`config.mk`:
```
export PLATFORM = sky130hd
export DESIGN_NAME = dec_branch_resolver
export DESIGN_NICKNAME = d
export VERILOG_FILES = /design/src/rtl/brr_pkg.sv /design/src/rtl/brr_compare.sv /design/src/rtl/brr_target.sv /design/src/rtl/brr_select.sv /design/src/rtl/dec_branch_resolver.sv
export SDC_FILE = /design/constraint.sdc
export NUM_CORES = 1
export LEC_CHECK = 0
export ABC_AREA = 1
export BUFFER_PORTS_ARGS = -buffer_cell sky130_fd_sc_hd__buf_2
export CORE_UTILIZATION = 45
export DETAILED_ROUTE_END_ITERATION = 6
export PLACE_DENSITY = 0.82
export SYNTH_ARGS = -nofsm -noshare
export SYNTH_HDL_FRONTEND = slang
export SYNTH_SLANG_ARGS = --single-unit
```
`constraint.sdc`:
```
create_clock -name clk -period 4 [get_ports clk]
set_input_delay 0.6 -clock clk [delete_from_list [all_inputs] [get_ports clk]]
set_output_delay 0.6 -clock clk [all_outputs]
set_load 0.05 [all_outputs]
```
`src/rtl/brr_pkg.sv`:
```
package brr_pkg;
  typedef enum logic [1:0] {
    BT_NONE = 2'b00,
    BT_EQ   = 2'b01,
    BT_NE   = 2'b10,
    BT_RSV  = 2'b11
  } br_kind_e;
endpackage

```
`src/rtl/brr_compare.sv`:
```
module brr_compare
  import brr_pkg::*;
#(
  parameter int DW = 32
) (
  input  logic [1:0]    kind,
  input  logic [DW-1:0] a,
  input  logic [DW-1:0] b,
  output logic          taken
);
  logic same;
  assign same = (a == b);

  always_comb begin
    case (kind)
      BT_EQ:   taken = same;
      BT_NE:   taken = !same;
      default: taken = 1'b0;
    endcase
  end
endmodule

```
`src/rtl/brr_target.sv`:
```
module brr_target #(
  parameter int AW = 32,
  parameter int OW = 16
) (
  input  logic [AW-1:0] base_pc,
  input  logic [OW-1:0] word_off,
  output logic [AW-1:0] seq_pc,
  output logic [AW-1:0] tgt_pc
);
  localparam int EXTW = AW - 2 - OW;
  logic [AW-1:0] byte_off;

  generate
    if (EXTW > 0) begin : g_ext
      assign byte_off = {{EXTW{word_off[OW-1]}}, word_off, 2'b00};
    end else begin : g_trunc
      assign byte_off = {word_off[AW-3:0], 2'b00};
    end
  endgenerate

  assign seq_pc = base_pc + AW'(4);
  assign tgt_pc = base_pc + byte_off;
endmodule

```
`src/rtl/brr_select.sv`:
```
module brr_select #(
  parameter int AW         = 32,
  parameter bit DELAY_SLOT = 1'b0
) (
  input  logic          redirect,
  input  logic          hold,
  input  logic [AW-1:0] cur_pc,
  input  logic [AW-1:0] seq_pc,
  input  logic [AW-1:0] tgt_pc,
  output logic [AW-1:0] pick_pc,
  output logic          kill
);
  always_comb begin
    if (hold)          pick_pc = cur_pc;
    else if (redirect) pick_pc = tgt_pc;
    else               pick_pc = seq_pc;
  end

  generate
    if (DELAY_SLOT) begin : g_slot
      assign kill = 1'b0;
    end else begin : g_pnt
      assign kill = redirect && !hold;
    end
  endgenerate
endmodule

```
`src/rtl/dec_branch_resolver.sv`:
```
module dec_branch_resolver
  import brr_pkg::*;
#(
  parameter int AW         = 32,
  parameter int DW         = 32,
  parameter int OW         = 16,
  parameter bit DELAY_SLOT = 1'b0
) (
  input  logic          clk,
  input  logic          rst_n,
  input  logic          stall,
  input  logic [AW-1:0] fetch_pc,
  input  logic [1:0]    dec_br_type,
  input  logic [DW-1:0] opnd_a,
  input  logic [DW-1:0] opnd_b,
  input  logic [OW-1:0] dec_offset,
  output logic [AW-1:0] next_pc,
  output logic          squash
);
  logic          bubble_q;
  logic [1:0]    eff_kind;
  logic          cond_taken;
  logic [AW-1:0] seq_pc, tgt_pc;

  // a squashed IF/ID holds a NOP: mask whatever type is presented
  assign eff_kind = bubble_q ? 2'(BT_NONE) : dec_br_type;

  brr_compare #(.DW(DW)) u_cmp (
    .kind (eff_kind),
    .a    (opnd_a),
    .b    (opnd_b),
    .taken(cond_taken)
  );

  brr_target #(.AW(AW), .OW(OW)) u_tgt (
    .base_pc (fetch_pc),
    .word_off(dec_offset),
    .seq_pc  (seq_pc),
    .tgt_pc  (tgt_pc)
  );

  brr_select #(.AW(AW), .DELAY_SLOT(DELAY_SLOT)) u_sel (
    .redirect(cond_taken),
    .hold    (stall),
    .cur_pc  (fetch_pc),
    .seq_pc  (seq_pc),
    .tgt_pc  (tgt_pc),
    .pick_pc (next_pc),
    .kill    (squash)
  );

  always_ff @(posedge clk or negedge rst_n) begin
    if (!rst_n)      bubble_q <= 1'b0;
    else if (!stall) bubble_q <= squash;
  end
endmodule

```
# Word level (Yosys, flattened, before mapping)
# Cells that the tools add are included.
# totals
input_bits	117
out_inout_bits	33
word_cells	13
register_bits	1
# classes
reduce_logical	3
n_addsub	2
eq_ne	3
muxes	4
# ops
operator	n
$mux 32	2
$add 32x3->32 const B	1
$add 32x32->32	1
$eq 32x32->1	1
$eq 2x1->1 const B	1
$eq 2x2->1 const B	1
$logic_not 1->1	2
$mux 2	1
$pmux 1 s2	1
$logic_and 1x1->1	1

# Depth between registers and ports, before layout
# Gate-level depths: netlist of the first run.
# depth
word_depth	5
ltp_mapped	26
depth_no_buf	25

# Hierarchy
# Synthesis of the first run repeated with hierarchy kept, for this count alone.
# unflattened
hier_cells	925
area_unflattened_um2	4471.8
# by_module_without_submodules
mod	cells_per_inst	n_inst	area_each_um2
brr_target	581	1	2875.3
brr_select	241	1	1052.3
brr_compare	94	1	489.2
dec_branch_resolver	9	1	55.1

# Worst setup path before layout of the first run
# OpenSTA, ideal clock, no wires.
# synth_timing
path_type	input to output
start	input port opnd_b[11]
end	output port next_pc[18]
path_buffers	0
required_ps	3400
arrival_ps	3861
slack_ps	-461
stages	17
cell_sequence	xnor2_1 nand2_1 nor2_1 nand2_1 nor2_1 nand2_1 nand2_1 nand2_2 or2_1 ha_1 fa_1 nand2_1 o21ai_2 a21oi_1 nor2_1 o21a_1 o31ai_1
# synth_via
elab_chain_len	5
# synth_lines
item	line	text
start, declared	dec_branch_resolver.sv:15	input logic [DW-1:0] opnd_b,
$eq 32x32->1 (*)	brr_compare.sv:12	assign same = (a == b);
$logic_not 1->1	brr_compare.sv:17	BT_NE: taken = !same;
$pmux 1 s2 (*)	brr_compare.sv:15	case (kind)
$mux 32 (*)	brr_select.sv:15	else if (redirect) pick_pc = tgt_pc;
$mux 32 (*)	brr_select.sv:14	if (hold) pick_pc = cur_pc;
end, declared	dec_branch_resolver.sv:17	output logic [AW-1:0] next_pc,
# Every way passes the cells marked *; elsewhere a longest branch is shown, timed or not.

# Final worst setup path of the first run
# layout_timing
start	input port opnd_b[18]
end	output port next_pc[21]
# The elaborated chain is that of the path after synthesis.

==> flow_summary.yaml, run 1 <==
status:
  status: "finished, violations left"
  violations: "negative setup slack"
pwr:
  pwr-share-seq_pct: 1.5
  p_total_mw: 0.790
  internal-power_mw: 0.331
  power_density_nw_per_um2: 153
  clkPwrFrac_pct: 0
  cellLeakagePower_nw: 2.75
  pwr-share-comb_pct: 98.5
  netSwitchingPower_mw: 0.458
  power_switching_share_pct: 58.0
  ir_drop_uv: 124
die:
  die_y_microns: 81.6
  coreArea_sq_um: 6030
  die_area_sq_um: 6660
  die_x_microns: 81.6
  ios: 150
  start_util_pct: 47.4
  rows: 28
clock_tree:
  holdBufCountCts: 0
  clk_latency_ns: 0
  clk_pin_slew_ns: 0
synth:
  synthCells: 551
  syn_nets: 698
  synth_edf_count: 0
  synth_top_family_by_area: "simple AND/OR/NAND/NOR gates"
  yosysUniqueCellTypes: 39
  synth_seq_area_share_pct: 0.877
  synth_area_sq_um: 2850
  synth_xor_area_share_pct: 7.98
  avgSynthCellArea_sq_um: 5.18
  synthAdderAreaFrac_pct: 13.4
  yosys_warnings: 0
  async_flop_share_pct: 100
  ys.flop_type: "dfrtp_1"
  synth_compound_area_share_pct: 16.8
  synth_mux_area_share_pct: 0
  yosys_register_bits: 1
  synthSimpleGateAreaFrac_pct: 49.5
global_route:
  grt_max_degree: 37
  track_usage_pct: 31.1
  overflow: 0
  grt_pass1_vias: 4000
  antenna_found_initial: 0
  grt_pass1_wl_microns: 16700
detailed_routing:
  via_per_inst: 5.78
  antenna_left: 0
  drc: 0
  drt-total-wl_microns: 14200
  via_count: 4890
  dr.pass1.iters: 5
  wire_per_inst_microns: 16.8
  drtIter0Drc: 261
sta:
  worst_pin_slew_ns: 0.715
  skew_ns: 0
  fin_crit_ns: 4.29
  relSlewSlack_pct: 52.3
  clock.fmax_ghz: 0.233
  rsz0062_at_grt: "true"
  slew_viol_final: 0
  setup_violations: 22
  tns_ns: -2.86
  fin_crit_sh_pct: 107
  postLayoutSetupSlackWorst_ns: -0.286
  hold_viol: 0
cells_and_area:
  reg_top3: "bubble_q: 1 flops"
  fillers: 352
  final_common_cell: "nand2_1"
  largest_reg_flops: 1
  diodes: 0
  top_register: "bubble_q"
  area_growth_pct: 80.4
  final_layout_size_suffix_gt1_share_pct: 47.9
  fin_nets: 920
  utilization_pct: 85.4
  layout_common_cells: "nand2_1, buf_2, buf_4"
critical_path:
  crit_path_start_kind: "input pin"
  rr_worst_depth: 8
  worst_setup_path_end_kind: "primary output"
  crit_arrival_ns: 3.69
  critPathMaxFanout: 5
  required_ns: 3.40
  worst-setup-path-type: "in -> out"
place:
  dp_hpwl_microns: 8640
  routabilityCongestion: 0.941
  io_buffer_count: 145
min_path:
  min_path_type: "in -> async"
flow_run:
  maxCapViolCount: 0
## cell usage after synthesis, types with 5 or more instances
| library cell | count | area share [%] |
|---|---|---|
| or2_1 | 6 | 1.3 |
| nand4_1 | 7 | 1.5 |
| o21bai_1 | 5 | 1.3 |
| nand3_1 | 30 | 5.3 |
| nand2_1 | 189 | 25 |
| nand2_2 | 10 | 2.2 |
| xnor2_1 | 26 | 8.0 |
| inv_1 | 72 | 9.5 |
| ha_1 | 29 | 13 |
| nor2_1 | 62 | 8.2 |
| o21ai_1 | 7 | 1.2 |
| a21oi_1 | 33 | 5.8 |
| nor3_1 | 9 | 1.6 |
| o21ai_0 | 16 | 2.8 |
## worst max-delay path: stages
cell and delay (ns):
buf_2 0.12, xnor2_2 0.14, nand2_1 0.07, nor2_1 0.10
nand2_1 0.10, nor2_4 0.17, nand2_2 0.11, nand2_8 0.12
nand2_8 0.09, buf_4 0.16, nor2_1 0.15, ha_1 0.33
nand2_1 0.24, o21bai_2 0.13, a21oi_1 0.22, buf_4 0.15
buf_4 0.10, nand2_1 0.06, nand2_1 0.07, nand3_1 0.12
nand2_1 0.11, buf_4 0.20
## area by class of cell
type / instances / area (sq um) / share of cell area [%]
inverters: 75 / 284 / 5.52
multi-input cells: 467 / 3200 / 62.2
flip-flops and latches: 1 / 25.0 / 0.486
well taps: 75 / 93.8 / 1.82
repair buffers: 227 / 1540 / 29.9
repair inverters: 1 / 7.51 / 0.146
## worst paths after layout
kind	slack [ns]	endpoint	startpoint
min in group clk	0.57	bubble_q	bubble_q
worst max-delay path	-0.29	next_pc[21]	opnd_b[18]
max in group asynchronous	3.54	bubble_q	rst_n
worst min-delay path	0.37	bubble_q	rst_n
worst max register to register	2.55	bubble_q	bubble_q
worst min register to register	0.57	bubble_q	bubble_q
## power groups by stage
| stage | registers (mW) | logic, mW | clock network, mW |
|---|---|---|---|
| floorplan | 0.0115 | 0.374 | 0 |
| global placement | 0.0115 | 0.576 | 0 |
| detailed placement | 0.0116 | 0.587 | 0 |
| CTS | 0.0116 | 0.625 | 0 |
| global route | 0.0116 | 0.821 | 0 |
| finish | 0.0116 | 0.778 | 0 |
## layer usage
layer  track usage [%]  vias to the layer above  share of wire, %
met5                 0                        -                 0
met4              8.77                        0               7.7
met1              32.5                     2179                34
li1                  -                     2206                 -
met2              63.9                      382                49
met3              3.22                      123               9.2
## kinds of logic (layout without fill, tap and decap cells)
group / after synthesis / in the layout
simple gates: 329 / 330
buf+inv: 84 / 303
compound gates: 81 / 81
fa+ha+maj: 30 / 30
xor+xnor: 26 / 26
flops: 1 / 1
## what timing repair did
action,4_1_cts,5_1_grt
resized for setup,55,160
pin swaps,16,54
setup endpoints to repair,23,24
setup buffers,6,10
gates cloned,0,2
## stage by stage
stage | cells | cell area, sq um | setup slack, ns | hold slack (ns)
floorplan | 551 | 2870 | -0.0359 | 0.304
global placement | 828 | 4140 | -0.233 | 0.375
detailed placement | 828 | 4140 | -0.271 | 0.376
CTS | 834 | 4370 | 0.000752 | 0.376
global route | 846 | 5150 | -0.388 | 0.381
finish | 846 | 5150 | -0.286 | 0.375
Note: power is estimated with default switching activity, not from simulation.
==> run 2: changes to the inputs <==
CORE_ASPECT_RATIO = 2   (was not set)
SETUP_SLACK_MARGIN = 0.3   (was not set)
==> run 2 against run 1 <==
Compared with the run above:
- the run now fails in global routing
- area after synthesis stayed put
- synthesized cell count stayed put
==> flow_summary.yaml, run 2 <==
synth:
  synth_edf_count: 0
  synth_top_area_cell: "nand2_1"
  ys.flop_type: "dfrtp_1"
  synth_common_cells: "nand2_1, inv_1, nor2_1"
  yosys-top-cells-area: "nand2_1, ha_1, inv_1, nor2_1, xnor2_1"
  async_flop_share_pct: 100
  yosysMostFrequentCell: "nand2_1"
  avgSynthCellArea_sq_um: 5.18
  yosys_register_bits: 1
  synth_area_sq_um: 2850
  yosysUniqueCellTypes: 39
  synthCells: 551
  syn_nets: 698
  synth_top_area_share_pct: 24.9
  yosys_warnings: 0
  synth_seq_area_share_pct: 0.877
place:
  dp_hpwl_microns: 9740
  io_buffer_count: 145
  place_inst: 846
  routabilityCongestion: 0.938
  dpl-instance-area_sq_um: 4290
global_route:
  grt_max_degree: 37
  track_usage_pct: 71.7
  overflow: 63
die:
  start_util_pct: 47.1
  ios: 150
  die_y_microns: 115
  die_x_microns: 58.3
  rows: 40
status:
  status: "did not finish"
  haltStage: "global routing"
  first-error: "[ERROR GRT-0232] Routing congestion too high. Check the congestion heatmap in the GUI."
sta:
  grt_worst_setup_endpoint: "next_pc[29]"
  worst_path_end_type: "primary output"
clock_tree:
  holdBufCountCts: 0
run 2: layer usage:
layer / global-route usage, % / GRT overflow
met2: 96.3 / 43
met4: 75.9 / 19
met5: 0 / 0
met3: 44.6 / 0
met1: 70.1 / 1
run 2: cell families after synthesis:
| logic type | Yosys count | share of synthesized area, % |
|---|---|---|
| xor gates and xnor gates | 26 | 7.98 |
| buffers and inverters | 84 | 11.4 |
| adders and majority gates | 30 | 13.4 |
| AOI/OAI and AO/OA | 81 | 16.8 |
| and+or+nand+nor | 329 | 49.5 |
| DFF | 1 | 0.877 |
run 2: metrics by stage:
| stage | setup TNS [ns] | util, % | hold WS [ns] | worst slack (ns) |
|---|---|---|---|---|
| after floorplan | 0 | - | 0.304 | 0.205 |
| after global placement | -1.79 | 70.8 | 0.375 | -0.311 |
| after detailed placement | -3.13 | 70.8 | 0.377 | -0.301 |
| after CTS | -0.0246 | 86.2 | 0.376 | -0.0246 |
run 2: what timing repair did:
action / CTS
cloned: 2
gates resized for setup: 186
buffers inserted: 12
endpoints found under the setup margin: 26
pin swaps: 58
==> run 3: changes to the inputs <==
CORE_ASPECT_RATIO = not set   (was 2)
CORE_UTILIZATION = 30   (was 45)
PLACE_DENSITY = not set   (was 0.82)
PLACE_DENSITY_LB_ADDON = 0.15   (was not set)
SETUP_SLACK_MARGIN = not set   (was 0.3)
==> run 3 against run 2 <==
Compared with the run above:
- the flow now finishes, with violations (negative setup slack)
==> flow_summary.yaml, run 3 (synthesized netlist as in run 1, its figures left out) <==
critical_path:
  r2r_start: "bubble_q"
  critPathMaxFanout: 7
  worst-setup-path-type: "in -> out"
  worst_setup_path_end_kind: "primary output"
  crit_path_start_kind: "input pin"
  crit_start: "opnd_a[31]"
  required_ns: 3.40
  crit_arrival_ns: 3.45
cells_and_area:
  layout_common_cells: "nand2_1, buf_2, buf_4"
  largest_reg_flops: 1
  area_growth_pct: 80.2
  reg_top3: "bubble_q: 1 flops"
  top_register: "bubble_q"
  final_layout_size_suffix_gt1_share_pct: 49.0
  diodes: 0
  fin_nets: 927
  final_common_cell: "nand2_1"
  fillers: 941
sta:
  hold_viol: 0
  worst_pin_slew_ns: 0.742
  setup_violations: 4
  postLayoutSetupSlackWorst_ns: -0.0545
  skew_ns: 0
  rsz0062_at_grt: "true"
  hold_ws_ns: 0.375
  slew_viol_final: 0
  fin_crit_ns: 4.05
  fin_crit_sh_pct: 101
  clock.fmax_ghz: 0.247
  relSlewSlack_pct: 50.6
global_route:
  grt_pass1_vias: 3844
  overflow: 0
  antenna_found_initial: 0
  track_usage_pct: 20.0
  grt_pass1_wl_microns: 16700
  grt_max_degree: 37
min_path:
  min_path_type: "in -> async"
die:
  ios: 150
  start_util_pct: 30.9
  die_y_microns: 99.5
  die_x_microns: 99.5
  die_area_sq_um: 9910
  coreArea_sq_um: 9240
  rows: 35
place:
  pre_cts_slack_ns: -0.215
  dp_hpwl_microns: 8700
  routabilityCongestion: 0.877
  io_buffer_count: 145
pwr:
  ir_drop_uv: 90.9
  power_density_nw_per_um2: 144
  cellLeakagePower_nw: 2.76
detailed_routing:
  dr.pass1.iters: 4
  drtIter0Drc: 131
  via_count: 4230
  wire_per_inst_microns: 11.9
  drc: 0
  antenna_left: 0
  via_per_inst: 4.66
  drt-total-wl_microns: 10800
status:
  status: "finished, violations left"
  violations: "negative setup slack"
clock_tree:
  clk_latency_ns: 0
  holdBufCountCts: 0
  clk_pin_slew_ns: 0
flow_run:
  maxCapViolCount: 0
-- run 3: metal layers --
layer / track usage [%] / vias up / wire, microns
met2: 39.5 / 103 / 5590
met5: 0 / - / 0
met3: 0.562 / 8 / 372
li1: - / 2214 / -
met4: 1.13 / 0 / 71
met1: 25.0 / 1905 / 4740
-- run 3: cell type report --
class | count | area (sq um) | share of cell area [%]
Inverter | 75 | 282 | 5.47
Multi-Input combinational cell | 466 | 3040 | 59.0
Tap cell | 129 | 161 | 3.14
Sequential cell | 1 | 25.0 | 0.486
Timing Repair Buffer | 236 | 1640 | 31.9
-- run 3: path summary, 6_finish.rpt --
path | depth (start not counted) | to | slack (ns)
min | 1 | bubble_q | 0.38
max reg2reg | 7 | bubble_q | 2.69
max in group asynchronous | 1 | bubble_q | 3.54
max | 22 | next_pc[26] | -0.05
min in group clk | 2 | bubble_q | 0.57
min reg2reg | 2 | bubble_q | 0.57
-- run 3: report_power, final --
group          internal (mW)  switching (mW)  leakage (nW)
Combinational          0.318           0.412          2.75
Sequential            0.0111        0.000396        0.0132
Clock                      0               0             0
-- run 3: through the flow --
| step | utilization (%) | TNS, ns | std cells | total power [mW] | instance area, sq um |
|---|---|---|---|---|---|
| 5_1_grt | 55.7 | -3.54 | 907 | 0.800 | 5140 |
| 4_1_cts | 48.4 | 0 | 901 | 0.638 | 4480 |
| 3_3_place_gp | 47.1 | -1.92 | 899 | 0.612 | 4350 |
| 2_1_floorplan | - | -0.0359 | 551 | 0.385 | 2870 |
| 3_5_place_dp | 47.1 | -2.38 | 899 | 0.615 | 4350 |
| 6_report | 55.7 | -0.0799 | 907 | 0.741 | 5140 |
-- run 3: critical path, cell delays in order --
cell,delay (ns)
buf_6,0.09
xnor2_2,0.14
nand2_1,0.07
nor2_1,0.11
nand2_1,0.07
nor2_2,0.16
nand2_1,0.08
nand2_2,0.10
nand2_4,0.11
or2_4,0.28
ha_4,0.17
fa_2,0.40
nand2_2,0.11
o21ai_4,0.07
a21oi_2,0.20
inv_2,0.06
nand4_1,0.09
nand3_2,0.12
nor2_1,0.10
nand3b_1,0.11
nand2_1,0.06
buf_6,0.15
-- run 3: what timing repair did --
action | 4_1_cts | 5_1_grt
setup endpoints to repair | 21 | 23
gates cloned | 0 | 0
pin swaps | 14 | 59
gates resized for setup | 35 | 170
buffers inserted | 2 | 6
